===== src/rtl/fhs_pkg.sv =====
package fhs_pkg;
    typedef enum logic [1:0] {
        ST_ARMED   = 2'd0,
        ST_SEND    = 2'd1,
        ST_RECOVER = 2'd2
    } fhs_state_e;
endpackage


===== src/rtl/fhs_lowest_pick.sv =====
module fhs_lowest_pick #(
    parameter int N_CH = 64,
    localparam int AW = (N_CH > 1) ? $clog2(N_CH) : 1
) (
    input  logic [N_CH-1:0] hit,
    output logic            any_hit,
    output logic [AW-1:0]   pick
);
    // Scan from the top so the lowest set index is written last and wins.
    always_comb begin
        pick = '0;
        for (int i = N_CH - 1; i >= 0; i--) begin
            if (hit[i]) pick = AW'(i);
        end
    end

    assign any_hit = |hit;
endmodule


===== src/rtl/fhs_line_drive.sv =====
module fhs_line_drive #(
    parameter bit DDR_EN = 1'b1
) (
    input  logic clk,
    input  logic active,
    input  logic bit_hi,
    input  logic bit_lo,
    output logic line
);
    generate
        if (DDR_EN) begin : g_ddr
            // High phase carries the earlier slot, low phase the later one.
            assign line = active & (clk ? bit_hi : bit_lo);
        end else begin : g_sdr
            assign line = active & bit_hi;
        end
    endgenerate
endmodule


===== src/rtl/first_hit_addr_ser.sv =====
module first_hit_addr_ser
    import fhs_pkg::*;
#(
    parameter int N_CH      = 64,
    parameter int REARM_CYC = 4,
    parameter bit DDR_EN    = 1'b1,
    localparam int AW = (N_CH > 1) ? $clog2(N_CH) : 1
) (
    input  logic            clk,
    input  logic            rst_n,
    input  logic [N_CH-1:0] hit,
    output logic            ser_out,
    output logic            ready,
    output logic [AW-1:0]   dbg_addr
);
    localparam int FRAME_W  = 1 + AW;
    localparam int SLOTS    = DDR_EN ? (FRAME_W + (FRAME_W % 2)) : FRAME_W;
    localparam int STEP     = DDR_EN ? 2 : 1;
    localparam int SEND_CYC = SLOTS / STEP;
    localparam int MAXC     = (SEND_CYC > REARM_CYC) ? SEND_CYC : REARM_CYC;
    localparam int CW       = $clog2(MAXC + 1);

    typedef struct packed {
        fhs_state_e       st;
        logic [SLOTS-1:0] sreg;
        logic [CW-1:0]    cnt;
        logic [AW-1:0]    addr;
    } fhs_regs_t;

    fhs_regs_t regs_d, regs_q;

    logic          any_hit;
    logic [AW-1:0] pick;

    fhs_lowest_pick #(.N_CH(N_CH)) u_pick (
        .hit     (hit),
        .any_hit (any_hit),
        .pick    (pick)
    );

    always_comb begin
        regs_d = regs_q;
        unique case (regs_q.st)
            ST_ARMED: begin
                if (any_hit) begin
                    regs_d.st   = ST_SEND;
                    regs_d.addr = pick;
                    regs_d.sreg = SLOTS'({1'b1, pick}) << (SLOTS - FRAME_W);
                    regs_d.cnt  = CW'(SEND_CYC - 1);
                end
            end
            ST_SEND: begin
                if (regs_q.cnt == '0) begin
                    regs_d.st   = ST_RECOVER;
                    regs_d.sreg = '0;
                    regs_d.cnt  = CW'(REARM_CYC - 1);
                end else begin
                    regs_d.sreg = regs_q.sreg << STEP;
                    regs_d.cnt  = regs_q.cnt - 1'b1;
                end
            end
            ST_RECOVER: begin
                if (regs_q.cnt == '0) begin
                    regs_d.st = ST_ARMED;
                end else begin
                    regs_d.cnt = regs_q.cnt - 1'b1;
                end
            end
            default: regs_d.st = ST_ARMED;
        endcase
    end

    always_ff @(posedge clk or negedge rst_n) begin
        if (!rst_n) begin
            regs_q.st   <= ST_ARMED;
            regs_q.sreg <= '0;
            regs_q.cnt  <= '0;
            regs_q.addr <= '0;
        end else begin
            regs_q <= regs_d;
        end
    end

    fhs_line_drive #(.DDR_EN(DDR_EN)) u_line (
        .clk    (clk),
        .active (regs_q.st == ST_SEND),
        .bit_hi (regs_q.sreg[SLOTS-1]),
        .bit_lo (regs_q.sreg[SLOTS-2]),
        .line   (ser_out)
    );

    assign ready    = (regs_q.st == ST_ARMED);
    assign dbg_addr = regs_q.addr;
endmodule


===== config.mk =====
export PLATFORM = sky130hd
export DESIGN_NAME = first_hit_addr_ser
export DESIGN_NICKNAME = d
export VERILOG_FILES = /design/src/rtl/fhs_pkg.sv /design/src/rtl/fhs_lowest_pick.sv /design/src/rtl/fhs_line_drive.sv /design/src/rtl/first_hit_addr_ser.sv
export SDC_FILE = /design/constraint.sdc
export NUM_CORES = 1
export LEC_CHECK = 0
export BUFFER_PORTS_ARGS = -buffer_cell sky130_fd_sc_hd__buf_2
export CORE_MARGIN = 3
export CORE_UTILIZATION = 53
export DETAILED_ROUTE_END_ITERATION = 10
export PLACE_DENSITY = 0.95
export SYNTH_ARGS = -nofsm -noshare
export SYNTH_HDL_FRONTEND = slang
export SYNTH_SLANG_ARGS = --single-unit

===== constraint.sdc =====
create_clock -name clk -period 5.8 [get_ports clk]
set_input_delay 0.87 -clock clk [delete_from_list [all_inputs] [get_ports clk]]
set_output_delay 0.87 -clock clk [all_outputs]
set_load 0.03 [all_outputs]

* Yosys cells after proc, flatten, opt, wreduce, memory -nomap -nowiden
Index checks and enable logic that the tools add are counted.
** Word-level totals
- Memory bits (read-only) :: 0
- Memories :: 0
- Register bits :: 19
- Output and inout port bits :: 8
- RAM bits :: 0
- Latch bits :: 0
** Cells by class
- Shift-type cells :: 0
- Bitwise operators :: 1
- Equality and inequality tests :: 6
- Add/subtract/negate cells :: 1
- Multiply operators :: 0
- Multiplexer cells :: 73
- Div/mod/pow operators :: 0
- Order comparisons :: 0
- Reductions and logical operators :: 9
** Operators by type and width (number)
- $mux 6 :: 64
- $reduce_or 64->1 :: 1
- $mux 19 :: 1
- $pmux 8 s2 :: 1
- $mux 11 :: 1
- $pmux 3 s3 :: 1
- $ne 2x2->1 const B :: 3
- $pmux 2 s3 :: 1
- $reduce_and 3->1 :: 2
- $mux 2 :: 2
- $reduce_and 2->1 :: 2
- $logic_not 3->1 :: 1
- $mux 3 :: 1
- $reduce_bool 3->1 :: 1
- $sub 3x1->3 const B :: 1
- $eq 2x1->1 const B :: 1
- $eq 2x2->1 const B :: 1
- $logic_not 2->1 :: 1
- $ne 2x1->1 const B :: 1
- $reduce_bool 2->1 :: 1
- $and 1x1->1 :: 1
- $mux 1 :: 1

* Longest topological paths before layout
- Depth after elaboration :: 66
- Mapped depth :: 9
- Mapped depth without buffers :: 8

* Cells and area by module
Synthesis repeated with hierarchy kept, for this count alone.
** Second synthesis, totals
- Cell total of the unflattened synthesis :: 244
- Area total of the unflattened synthesis :: 1903.1 sq um
** Modules (own cells, without submodules)
- first_hit_addr_ser :: cells an instance 97, sequential area each 450.4 sq um, area each 999.7 sq um, instances 1
- fhs_lowest_pick :: cells an instance 145, sequential area each 0.0 sq um, area each 887.1 sq um, instances 1
- fhs_line_drive :: cells an instance 2, sequential area each 0.0 sq um, area each 16.3 sq um, instances 1

==> metrics <==
Synth cell types=between 40 and 50; Critical Path Most Common Cell=clkbuf_4; register area share after synthesis=0.2439; syn_nets=316; Critical Path Fanout Max=2; CTS tree=built; area added between synthesis and finish=21.95%; vias in the first global route=between 2000 and 2500; crit path DAT=between 3000 and 4000 ps; die area=4229 um^2; setup TNS=0 ps; Synth Area in Simple Gates=0.3360; via count=about 2200; final core utilization=0.7087; Routed Wire Length=around 5000 um; Final Instance Area=2252 um^2; Post-CTS Setup Repair Bufs=0; PwrDens=134.5 nW/um^2; RSZ-0062 raised after global routing=false; core area=roughly 3200 um^2; Die Y=65.03 um; port bufs=73; Critical Path Sink Type=primary output; largest net degree at the start of global routing=19; Total Nets Final=just under 400; critical path class=clk2out; antenna violations before repair=0; largest family of logic cells by synthesized area=simple AND/OR/NAND/NOR gates; largest area contributor in the netlist=dfrtp_1; Die Wd=roughly 65 um; Worst-Skew Late Latency=400 ps; Row Count=20; critical path buffer and inverter count=3; DP HPWL=roughly 4100 um; DRT Pass-1 Iters=7; #FFs+latches synth=18; Hold Crit Class=in2async; critical path's slowest cell=buf_2; CTS Hold Bufs=0; Synth Cell Area=about 1800 um^2; final hold violations=0; GRT Overall Usage=0.2494; cts repair resizes=0; Overflow after GRT=0; WL per Instance=between 10 and 15 um; Total Power=approximately 0.30 mW; maximum VDD drop=roughly 54 uV; status=finished, final reports clean; Post-Synth XOR/XNOR Area=0; r2r setup slk=approximately 3500 ps; synth warn=0; Final setup viols=0; Leak=roughly 1.0 nW; Placer Congestion=~0.9; Critical Path RT=4930 ps; Post-DP Area=between 2000 and 2500 um^2; Antenna diodes=0; initial cell density of the core=0.5811; Post-Synthesis Cells=around 240; Syn Area/Cell=7.569 um^2; max-cap violation count=0; I/O Pins=74; Startpoint Class=clock port; post-synthesis mux area share=0.01152; CP delay by family, top=buffers and inverters; adder-cell share of the synthesized area=0.04065; global-route wire length before repair=8521 um; Critical Path Max Stage Delay=about 200 ps; Routed Antenna Nets=0; CTS clk-pin slew, worst paths=110 ps; DRT iter0 DRCs=roughly 170; share of cells above drive strength 1=0.3089; drt via density=6.140; Worst Max-Slew Pin Slew=between 500 and 600 ps; Clock Skews=17.21 ps; Slew headroom=0.6269; Compound-Gate Fraction of Synth Area=0.2967; Remaining DRCs=0; Synth top area share=0.2439; CP Depth=5; top cells by area, synth=dfrtp_1 (24%), a21oi_1 (6.0%), o21ai_0 (6.0%); Slew Viols, Final=0; CP Cell Sequence=clkbuf_4 -> clkbuf_4 -> mux2i_1 -> nor2_1 -> buf_2; cells on worst reg2reg path=7
logic make-up after synthesis:
kind of cell               count (synthesis)
AOI/OAI and AO/OA                         86
adders and majority gates                  6
buffers and inverters                     28
DFF                                       18
muxes                                      2
and+or+nand+nor                          104
worst reg2reg max path, stage by stage (launching register included):
cell,delay (ps)
dfrtp_1,430
inv_1,90
ha_1,380
inv_1,220
nor2_1,310
o21ai_0,160
or3b_2,470
o21ai_0,150
final cells by class:
class	instances	area, um^2
Fill cell	286	925.9
Multi-Input combinational cell	198	1265
Inverter	19	71.32
Tap cell	44	55.05
Sequential cell	18	450.4
Timing Repair Buffer	72	360.3
Clock buffer	7	50.05
synthesized netlist by cell type (all sizes together):
cell type   n
o31a        2
a21oi      22
ha          6
o21bai      4
nor4       24
mux2        1
dfrtp      18
nor2       22
o21ai      25
o21a        3
o41ai       2
a31o        1
nand4       4
nor2b       6
o211ai      2
nand3       2
nand2      20
o221ai      2
a211o       1
a22oi       5
mux2i       1
a211oi      2
a32oi       1
or3b        1
and2        1
or4         2
nand2b      3
nor4b       1
a31oi       3
or2         2
o311ai      2
and3        1
nor3       15
a32o        2
inv        19
buf         7
o31ai       6
o2111ai     1
clkbuf      2
metrics by stage:
| step | hold WS [ps] | cells | worst slack, ps |
|---|---|---|---|
| 6_report | 366.9 | 358 | 1421 |
| 5_1_grt | 375.6 | 358 | 1382 |
| 4_1_cts | 383.8 | 358 | 1412 |
| 3_5_place_dp | 474.2 | 352 | 1677 |
| 3_3_place_gp | 461.4 | 352 | 1677 |
| 2_1_floorplan | 446.9 | 244 | 1526 |
report_power, final:
| group | switching, mW | internal (mW) |
|---|---|---|
| Sequential | 0.000894 | 0.127 |
| Clock | 0.0518 | 0.0529 |
| Combinational | 0.0416 | 0.0285 |
| Total | 0.0943 | 0.209 |
routing by layer:
metal	global-route usage	up-vias	share of wire	wire length, um
li1	-	1077	-	-
met1	0.3151	1002	0.42	2089
met2	0.4304	103	0.49	2434
met3	0.03986	16	0.074	369
met4	0.08290	0	0.024	121
met5	0	-	0	0
registers in the layout, summed over array words and instances (netlist names):
| register | count |
|---|---|
| regs_q | 12 |
| dbg_addr | 6 |
final timing paths:
check | from | end
min in group clk | dbg_addr[1] | dbg_addr[1]
hold / removal | rst_n | regs_q[8]
setup reg to reg | regs_q[18] | regs_q[8]
setup / recovery | clk | ser_out
max in group asynchronous | rst_n | dbg_addr[2]
hold reg to reg | dbg_addr[1] | dbg_addr[1]
placed cells by master (no fill, tap or decap), types with 4 or more instances in the layout:
master	count
nor3_1	15
inv_1	19
a22oi_1	5
o21bai_1	4
buf_2	73
o21ai_0	22
ha_1	6
nor2_1	22
nor2b_1	6
o31ai_1	6
a21oi_1	22
nor4_2	7
dfrtp_1	18
nor4_1	15
clkbuf_4	6
nand2_1	19
(Power assumes the default switching activity.)
